[config.mk]
export PLATFORM = sky130hd
export DESIGN_NAME = flash_cmd_decoder
export DESIGN_NICKNAME = d
export VERILOG_FILES = /design/src/rtl/flash_cmd_pkg.sv /design/src/rtl/flash_key_seq.sv /design/src/rtl/flash_op_tracker.sv /design/src/rtl/flash_id_rom.sv /design/src/rtl/flash_cmd_decoder.sv
export SDC_FILE = /design/constraint.sdc
export NUM_CORES = 1
export LEC_CHECK = 0
export BUFFER_PORTS_ARGS = -buffer_cell sky130_fd_sc_hd__buf_2
export CORE_ASPECT_RATIO = 1.4
export CORE_MARGIN = 2
export CORE_UTILIZATION = 52
export DETAILED_ROUTE_END_ITERATION = 6
export PLACE_DENSITY = 0.91
export SLEW_MARGIN = 15
export SYNTH_ARGS = -nofsm -noshare
export SYNTH_HDL_FRONTEND = slang
export SYNTH_SLANG_ARGS = --single-unit
[constraint.sdc]
create_clock -name clk -period 3.45 [get_ports clk]
set_input_delay 0 -clock clk [delete_from_list [all_inputs] [get_ports clk]]
set_output_delay 0 -clock clk [all_outputs]
set_load 0.03 [all_outputs]
[src/rtl/flash_cmd_pkg.sv]
// Shared types and command codes for the flash command decoder.
// Assumes byte-wide data and 12-bit key address matching.
package flash_cmd_pkg;

    localparam int CMD_AW = 12;
    localparam int DATA_W = 8;

    localparam logic [CMD_AW-1:0] KEY_ADDR_A = 12'h555;
    localparam logic [CMD_AW-1:0] KEY_ADDR_B = 12'h2AA;

    localparam logic [DATA_W-1:0] C_KEY_A  = 8'hAA;
    localparam logic [DATA_W-1:0] C_KEY_B  = 8'h55;
    localparam logic [DATA_W-1:0] C_PROG   = 8'hA0;
    localparam logic [DATA_W-1:0] C_ERASE  = 8'h80;
    localparam logic [DATA_W-1:0] C_IDENT  = 8'h90;
    localparam logic [DATA_W-1:0] C_RESET  = 8'hF0;
    localparam logic [DATA_W-1:0] C_CHIP   = 8'h10;
    localparam logic [DATA_W-1:0] C_SECT   = 8'h30;
    localparam logic [DATA_W-1:0] C_PAUSE  = 8'hB0;
    localparam logic [DATA_W-1:0] C_CONT   = 8'h30;

    // Embedded operation record
    typedef enum logic [2:0] {
        OP_IDLE,
        OP_PROG,
        OP_CHIP,
        OP_SECT,
        OP_SUSP,
        OP_SPROG
    } op_state_e;

    // Position within a key-prefixed sequence
    typedef enum logic [2:0] {
        K_IDLE,
        K_KEY1,
        K_KEY2,
        K_PTGT,
        K_ERS1,
        K_ERS2,
        K_ERS3
    } key_state_e;

    // Decoded command kinds; value minus one is the pulse bit index
    typedef enum logic [2:0] {
        CMD_NONE,
        CMD_RESET,
        CMD_IDENT,
        CMD_PROG,
        CMD_CHIP,
        CMD_SECT,
        CMD_PAUSE,
        CMD_CONT
    } cmd_kind_e;

    localparam int NUM_CMDS = 7;

endpackage

[src/rtl/flash_key_seq.sv]
// Key sequence parser. Walks the unlock-prefixed write sequences and
// decides, in the clock of the final write, which command is accepted.
// The set of accepted writes depends on the embedded operation record.
// Assumes wr_en is a single-clock strobe per bus write.
module flash_key_seq
    import flash_cmd_pkg::*;
#(
    parameter int SECT_BITS = 3
) (
    input  logic                 clk,
    input  logic                 rst_n,
    input  logic                 wr_en,
    input  logic [CMD_AW-1:0]    key_addr,
    input  logic [SECT_BITS-1:0] wr_sect,
    input  logic [DATA_W-1:0]    wr_data,
    input  op_state_e            op_state,
    input  logic                 eng_done,
    input  logic [SECT_BITS-1:0] susp_sect,
    output cmd_kind_e            cmd_kind,
    output logic                 autosel
);

    key_state_e key_q, key_d;
    logic       auto_q, auto_d;
    cmd_kind_e  cmd_d;
    logic       at_a, at_b, full_set, paused;

    assign at_a     = (key_addr == KEY_ADDR_A);
    assign at_b     = (key_addr == KEY_ADDR_B);
    assign paused   = (op_state == OP_SUSP);
    assign full_set = (op_state == OP_IDLE) || paused;

    // Next parser position, identifier flag and command decision
    always_comb begin
        key_d  = key_q;
        auto_d = auto_q;
        cmd_d  = CMD_NONE;
        if (wr_en) begin
            if (op_state == OP_SECT) begin
                if (!eng_done && wr_data == C_PAUSE) begin
                    cmd_d = CMD_PAUSE;
                end
            end else if (full_set) begin
                if (key_q != K_PTGT && wr_data == C_RESET) begin
                    cmd_d  = CMD_RESET;
                    key_d  = K_IDLE;
                    auto_d = 1'b0;
                end else begin
                    key_d = K_IDLE;
                    unique case (key_q)
                        K_IDLE: begin
                            if (paused && !auto_q && wr_data == C_CONT) begin
                                cmd_d = CMD_CONT;
                            end else if (at_a && wr_data == C_KEY_A) begin
                                key_d = K_KEY1;
                            end
                        end
                        K_KEY1: begin
                            if (at_b && wr_data == C_KEY_B) key_d = K_KEY2;
                        end
                        K_KEY2: begin
                            if (at_a && !auto_q) begin
                                if (wr_data == C_PROG) begin
                                    key_d = K_PTGT;
                                end else if (wr_data == C_ERASE && !paused) begin
                                    key_d = K_ERS1;
                                end else if (wr_data == C_IDENT) begin
                                    cmd_d  = CMD_IDENT;
                                    auto_d = 1'b1;
                                end
                            end
                        end
                        K_PTGT: begin
                            if (!(paused && wr_sect == susp_sect)) cmd_d = CMD_PROG;
                        end
                        K_ERS1: begin
                            if (at_a && wr_data == C_KEY_A) key_d = K_ERS2;
                        end
                        K_ERS2: begin
                            if (at_b && wr_data == C_KEY_B) key_d = K_ERS3;
                        end
                        K_ERS3: begin
                            if (at_a && wr_data == C_CHIP) begin
                                cmd_d = CMD_CHIP;
                            end else if (wr_data == C_SECT) begin
                                cmd_d = CMD_SECT;
                            end
                        end
                        default: key_d = K_IDLE;
                    endcase
                end
            end
        end
    end

    // Parser position and identifier-mode flag registers
    always_ff @(posedge clk) begin
        if (!rst_n) begin
            key_q  <= K_IDLE;
            auto_q <= 1'b0;
        end else begin
            key_q  <= key_d;
            auto_q <= auto_d;
        end
    end

    assign cmd_kind = cmd_d;
    assign autosel  = auto_q;

    // the return-to-read command always clears identifier mode
    p_reset_leaves_ident_r11: assert property (@(posedge clk) disable iff (!rst_n)
        (cmd_kind == CMD_RESET) |=> !autosel);

    // identifier mode persists until a return-to-read command
    p_ident_holds_r11: assert property (@(posedge clk) disable iff (!rst_n)
        (autosel && cmd_kind != CMD_RESET) |=> autosel);

endmodule

[src/rtl/flash_op_tracker.sv]
// Embedded operation record. Moves between idle, running, paused and
// paused-programming states on accepted commands and engine completion.
// Assumes eng_done is a one-clock strobe raised only while an operation runs.
module flash_op_tracker
    import flash_cmd_pkg::*;
#(
    parameter int SECT_BITS = 3
) (
    input  logic                 clk,
    input  logic                 rst_n,
    input  cmd_kind_e            cmd_kind,
    input  logic [SECT_BITS-1:0] wr_sect,
    input  logic                 eng_done,
    output op_state_e            op_state,
    output logic [SECT_BITS-1:0] susp_sect
);

    op_state_e            op_q, op_d;
    logic [SECT_BITS-1:0] sect_q;

    // Next operation state from command and completion
    always_comb begin
        op_d = op_q;
        unique case (op_q)
            OP_IDLE: begin
                if (cmd_kind == CMD_PROG)      op_d = OP_PROG;
                else if (cmd_kind == CMD_CHIP) op_d = OP_CHIP;
                else if (cmd_kind == CMD_SECT) op_d = OP_SECT;
            end
            OP_PROG, OP_CHIP: begin
                if (eng_done) op_d = OP_IDLE;
            end
            OP_SECT: begin
                if (eng_done)                   op_d = OP_IDLE;
                else if (cmd_kind == CMD_PAUSE) op_d = OP_SUSP;
            end
            OP_SUSP: begin
                if (cmd_kind == CMD_CONT)      op_d = OP_SECT;
                else if (cmd_kind == CMD_PROG) op_d = OP_SPROG;
            end
            OP_SPROG: begin
                if (eng_done) op_d = OP_SUSP;
            end
            default: op_d = OP_IDLE;
        endcase
    end

    // Operation state and erased-sector registers
    always_ff @(posedge clk) begin
        if (!rst_n) begin
            op_q   <= OP_IDLE;
            sect_q <= '0;
        end else begin
            op_q <= op_d;
            if (op_q == OP_IDLE && cmd_kind == CMD_SECT) sect_q <= wr_sect;
        end
    end

    assign op_state  = op_q;
    assign susp_sect = sect_q;

    // program completion returns to idle
    p_prog_done_idle_r7: assert property (@(posedge clk) disable iff (!rst_n)
        (op_q == OP_PROG && eng_done) |=> (op_q == OP_IDLE));

    // continue from pause resumes the sector erase
    p_cont_resumes_r9: assert property (@(posedge clk) disable iff (!rst_n)
        (op_q == OP_SUSP && cmd_kind == CMD_CONT) |=> (op_q == OP_SECT));

    // paused programming completes back into the paused state
    p_sprog_done_r10: assert property (@(posedge clk) disable iff (!rst_n)
        (op_q == OP_SPROG && eng_done) |=> (op_q == OP_SUSP));

endmodule

[src/rtl/flash_id_rom.sv]
// Identifier byte source. In identifier mode, returns the manufacturer
// code, device code or sector protect flag by in-sector offset.
// Assumes sect_prot is stable while it is read.
module flash_id_rom
    import flash_cmd_pkg::*;
#(
    parameter int                ADDR_W    = 19,
    parameter int                SECT_BITS = 3,
    parameter logic [DATA_W-1:0] MFR_CODE  = 8'h1C,
    parameter logic [DATA_W-1:0] DEV_CODE  = 8'h04
) (
    input  logic                        autosel,
    input  logic [ADDR_W-1:0]           rd_addr,
    input  logic [(1<<SECT_BITS)-1:0]   sect_prot,
    output logic [DATA_W-1:0]           id_data
);

    localparam int OFS_W = ADDR_W - SECT_BITS;

    logic [OFS_W-1:0]     ofs;
    logic [SECT_BITS-1:0] sect;

    assign ofs  = rd_addr[OFS_W-1:0];
    assign sect = rd_addr[ADDR_W-1 -: SECT_BITS];

    // Identifier byte selection by offset
    always_comb begin
        id_data = '0;
        if (autosel) begin
            if (ofs == OFS_W'(0))      id_data = MFR_CODE;
            else if (ofs == OFS_W'(1)) id_data = DEV_CODE;
            else if (ofs == OFS_W'(2)) id_data = {{(DATA_W-1){1'b0}}, sect_prot[sect]};
        end
    end

endmodule

[src/rtl/flash_cmd_decoder.sv]
// Top of the flash command decoder. Joins the key parser, the operation
// record and the identifier source, and registers one-clock start pulses
// together with the address and data of the accepted write.
// Assumes single-clock write strobes and a one-clock engine done strobe.
module flash_cmd_decoder
    import flash_cmd_pkg::*;
#(
    parameter int          ADDR_W    = 19,
    parameter int          SECT_BITS = 3,
    parameter logic [7:0]  MFR_CODE  = 8'h1C,
    parameter logic [7:0]  DEV_CODE  = 8'h04
) (
    input  logic                      clk,
    input  logic                      rst_n,
    input  logic                      wr_en,
    input  logic [ADDR_W-1:0]         wr_addr,
    input  logic [7:0]                wr_data,
    input  logic                      eng_done,
    input  logic [(1<<SECT_BITS)-1:0] sect_prot,
    input  logic [ADDR_W-1:0]         rd_addr,
    output logic                      go_reset,
    output logic                      go_autosel,
    output logic                      go_program,
    output logic                      go_chip_erase,
    output logic                      go_sector_erase,
    output logic                      go_suspend,
    output logic                      go_resume,
    output logic [ADDR_W-1:0]         cmd_addr,
    output logic [7:0]                cmd_data,
    output logic                      busy,
    output logic                      suspended,
    output logic                      id_valid,
    output logic [7:0]                id_data
);

    cmd_kind_e            cmd_kind;
    op_state_e            op_state;
    logic [SECT_BITS-1:0] wr_sect, susp_sect;
    logic                 autosel;
    logic [NUM_CMDS-1:0]  go_d, go_q;
    logic [ADDR_W-1:0]    addr_q;
    logic [DATA_W-1:0]    data_q;

    assign wr_sect = wr_addr[ADDR_W-1 -: SECT_BITS];

    flash_key_seq #(.SECT_BITS(SECT_BITS)) u_keys (
        .clk       (clk),
        .rst_n     (rst_n),
        .wr_en     (wr_en),
        .key_addr  (wr_addr[CMD_AW-1:0]),
        .wr_sect   (wr_sect),
        .wr_data   (wr_data),
        .op_state  (op_state),
        .eng_done  (eng_done),
        .susp_sect (susp_sect),
        .cmd_kind  (cmd_kind),
        .autosel   (autosel)
    );

    flash_op_tracker #(.SECT_BITS(SECT_BITS)) u_ops (
        .clk       (clk),
        .rst_n     (rst_n),
        .cmd_kind  (cmd_kind),
        .wr_sect   (wr_sect),
        .eng_done  (eng_done),
        .op_state  (op_state),
        .susp_sect (susp_sect)
    );

    flash_id_rom #(
        .ADDR_W    (ADDR_W),
        .SECT_BITS (SECT_BITS),
        .MFR_CODE  (MFR_CODE),
        .DEV_CODE  (DEV_CODE)
    ) u_ids (
        .autosel   (autosel),
        .rd_addr   (rd_addr),
        .sect_prot (sect_prot),
        .id_data   (id_data)
    );

    // One-hot pulse vector from the decided command kind
    generate
        for (genvar g = 0; g < NUM_CMDS; g++) begin : g_pulse
            assign go_d[g] = (cmd_kind == cmd_kind_e'(g + 1));
        end
    endgenerate

    // Start pulse, address and data capture
    always_ff @(posedge clk) begin
        if (!rst_n) begin
            go_q   <= '0;
            addr_q <= '0;
            data_q <= '0;
        end else begin
            go_q <= go_d;
            if (cmd_kind != CMD_NONE) begin
                addr_q <= wr_addr;
                data_q <= wr_data;
            end
        end
    end

    assign go_reset        = go_q[0];
    assign go_autosel      = go_q[1];
    assign go_program      = go_q[2];
    assign go_chip_erase   = go_q[3];
    assign go_sector_erase = go_q[4];
    assign go_suspend      = go_q[5];
    assign go_resume       = go_q[6];
    assign cmd_addr        = addr_q;
    assign cmd_data        = data_q;

    assign busy      = (op_state == OP_PROG) || (op_state == OP_CHIP) ||
                       (op_state == OP_SECT) || (op_state == OP_SPROG);
    assign suspended = (op_state == OP_SUSP) || (op_state == OP_SPROG);
    assign id_valid  = autosel;

    // never more than one start pulse at a time
    p_one_pulse_r12: assert property (@(posedge clk) disable iff (!rst_n)
        $onehot0(go_q));

    // a pulse never stretches over two clocks without a new write
    p_pulse_short_r12: assert property (@(posedge clk) disable iff (!rst_n)
        (go_q != '0 && !wr_en) |=> (go_q == '0));

    // nothing is accepted while a program or whole-array erase runs
    p_busy_ignores_r7: assert property (@(posedge clk) disable iff (!rst_n)
        (op_state == OP_PROG || op_state == OP_CHIP || op_state == OP_SPROG)
        |=> (go_q == '0));

    // only the pause pulse can follow a running sector erase
    p_sect_only_pause_r8: assert property (@(posedge clk) disable iff (!rst_n)
        (op_state == OP_SECT) |=> (go_q[4:0] == '0 && !go_q[6]));

    // a paused-time program never targets the paused sector
    p_sprog_outside_r10: assert property (@(posedge clk) disable iff (!rst_n)
        (go_program && suspended) |-> (cmd_addr[ADDR_W-1 -: SECT_BITS] != susp_sect));

    // a pause pulse always coincides with the paused state
    p_pause_state_r8: assert property (@(posedge clk) disable iff (!rst_n)
        go_suspend |-> (suspended && !busy));

endmodule

==> impl_metrics.toml <==
[run_status]
status = "completed"

[power]
power_density_nw_per_um2 = 379
leakagePower_nw = 1.61
vdd_drop_max_uv = 202

[global_route]
grt_pass1_wl_mm = 11.0
grt.overflow.total = 0
antenna_found_initial = 0
gr-usage-all-layers_pct = 25.7
grt_max_degree = 73
grt_pass1_vias = 2463

[floorplanning]
io_pins = 103
die_area_um2 = 5330
fp.dieH_um = 85.6
num_rows = 29
die_w_um = 62.3
core_area_um2 = 4570
initial_core_util_pct = 54.1

[sta]
period_minus_slack_ns = 2.56
max_freq_mhz = 391
worstMarginPinSlew_ns = 1.09
period_share_pct = 74.1
rsz0062_at_grt = "no"
fin_worst_skew_ns = 0.00274
relSlewSlack_pct = 27.4
tns_ns = 0
slew_violations = 0
hold_violations = 0
finalSetupViolCount = 0

[detailed_routing]
vias_per_cell = 5.48
vias = 2524
drcViolationCount = 0
antenna_left = 0
drt_iter0_markers = 148
post_drt_wl_per_cell_um = 14.7
wirelength_mm = 6.80
drtPass1Iterations = 4

[synthesis]
synth_edf_count = 0
async_reset_ff_share_pct = 0
yosys_warnings = 0
avgSynthCellArea_um2 = 8.73
ys_seq_area_share_pct = 35.6
synthCells = 283
netlist_area_um2 = 2470
synth_ff_type = "dfxtp_1"
synth.distinct_cells = 53
synth-seq-cells = 44

[cts]
root_buffer = "clkbuf_8"
htree_levels = 2
clk_latency_ns = 0.29
cts.sink_count = 44
clk_pin_slew_ns = 0.08
cts_setup_buffers = 0
cts_max_path_buffers = 2
cts_tree = "done"
cts_buffers = 5

[cells_and_area]
antennaDiodeCount = 0
nFillCells = 349
area_growth_pct = 32.3
final_cells = 461
drive_gt1_share_pct = 32.3
nets = 456

[worst_setup_path]
worst_setup_path_start_kind = "flop"
crit_arrival_ns = 2.77
critPathMaxFanout = 27
startpoint = "u_ops.op_state[2]"
path_class = "reg -> reg"
worstSetupEndpointType = "flop"
reg2reg_from = "u_ops.op_state[2]"
cp_data_required_time_ns = 3.67

[worst_hold_path]
hold_class = "in -> reg"
hold_start = "wr_data[5]"

[placement]
dp.cells = 429
dp_hpwl_mm = 4.60
routabilityCongestion = 0.889
port_buffers = 98

[job]
cap_violations = 0
-- cells by family after synthesis --
kind of cell | count (synthesis) | share of synthesized area (%)
and+or+nand+nor | 154 | 34.5
DFF | 44 | 35.6
muxes | 37 | 16.0
AOI/OAI and AO/OA | 26 | 7.19
buffers and inverters | 18 | 5.42
xor gates and xnor gates | 3 | 1.06
other | 1 | 0.152
-- sequential cells by signal (all words and copies together), names as in the netlist --
register         flops
u_ops.susp_sect      3
u_keys.key_q         3
cmd_data             8
u_ops.op_state       3
cmd_addr            19
u_keys.autosel       1
go_q                 7
-- routing by layer --
| metal | track usage [%] | vias up | share of wire [%] |
|---|---|---|---|
| li1 | - | 1219 | - |
| met1 | 26.5 | 1171 | 37 |
| met2 | 51.8 | 118 | 56 |
| met3 | 3.67 | 16 | 5.1 |
| met4 | 9.70 | 0 | 2.3 |
| met5 | 0 | - | 0 |
-- metrics by stage --
stage	power [mW]	util, %	hold WS, ns	setup WS [ns]	instance area (um^2)
3_5_place_dp	0.841	63.9	0.255	0.949	2920
3_3_place_gp	0.838	63.9	0.247	1.07	2920
2_1_floorplan	0.769	-	0.112	1.43	2480
4_1_cts	1.24	71.5	0.00745	0.916	3270
6_report	1.24	71.5	0.0142	0.895	3270
5_1_grt	1.30	71.5	0.00798	0.698	3270
-- what timing repair did --
action	CTS	global route
hold endpoints to repair	24	0
resized for setup	0	0
hold buffers	24	0
-- worst max-delay path, cell delays in order (launching register included) --
cell and delay, ns:
dfxtp_1 0.51, nor3b_4 0.34, a31oi_2 0.20, nor3_2 0.31, a21oi_1 0.13, o21a_2 0.26, nor2_8 0.46, mux2i_1 0.27
-- area by class of cell --
class                   instances  area, um^2  area share, %
clock buffers                   6        72.6           2.22
well taps                      62        77.6           2.37
flip-flops and latches         44         881           27.0
inverters                       1        3.75          0.115
repair buffers                122         731           22.4
clock inverters                 2        35.0           1.07
multi-input cells             224        1470           44.9
-- where the power goes --
part	switching (mW)	internal, mW	total [mW]
combinational	0.171	0.133	0.304
clock	0.169	0.215	0.383
sequential	0.0326	0.519	0.552
total	0.373	0.867	1.24
-- path summary, 6_finish.rpt --
path                  end  slack [ns]  cells past startpoint
min reg2reg   cmd_addr[0]        0.46                      2
max          cmd_addr[10]        0.89                      7
min           cmd_data[5]        0.01                      3
max reg2reg  cmd_addr[10]        0.89                      7
-- layout by cell type (no fill, tap or decap), types with 2 or more instances in the layout --
| cell type | n |
|---|---|
| nand2_1 | 70 |
| conb_1 | 4 |
| nor2_1 | 19 |
| a31oi_1 | 2 |
| and4bb_2 | 3 |
| nor2b_1 | 7 |
| a21oi_1 | 7 |
| nor4b_1 | 5 |
| dlygate4sd3_1 | 24 |
| nor3_2 | 3 |
| nand3_1 | 7 |
| nand4_1 | 6 |
| nand3b_1 | 2 |
| o21bai_1 | 2 |
| nor3_1 | 6 |
| o21ai_0 | 5 |
| and3_1 | 3 |
| dfxtp_1 | 44 |
| clkbuf_8 | 5 |
| and2_1 | 2 |
| nor4_1 | 3 |
| buf_2 | 98 |
| mux2i_1 | 35 |
| xor2_1 | 2 |
| mux4_2 | 2 |
| nor3b_1 | 2 |
| nor3b_2 | 2 |
| nor2_2 | 2 |
-- cells in the mapped netlist (2+ instances only) --
library cell,count,area [um^2]
mux2i_1,35,350
nor3_1,6,30.0
nand3b_1,2,15.0
nor2_1,19,71.3
nor3_2,3,30.0
nor4_1,3,18.8
nand3_1,7,35.0
o21bai_1,2,15.0
and4bb_2,3,37.5
a21oi_1,7,35.0
nor3b_1,2,15.0
nor4b_1,5,43.8
nand2_1,70,263
nor2_2,2,12.5
nand4_1,6,37.5
and2_1,2,12.5
nor3b_2,2,25.0
dfxtp_1,44,881
buf_6,2,22.5
o21ai_0,5,25.0
and3_1,3,18.8
mux4_2,2,45.0
a31oi_1,2,12.5
nor2b_1,7,43.8
xor2_1,2,17.5
clkbuf_1,8,30.0
buf_12,2,40.0
buf_4,5,37.5
No activity file was read; power rests on OpenSTA's default activity.
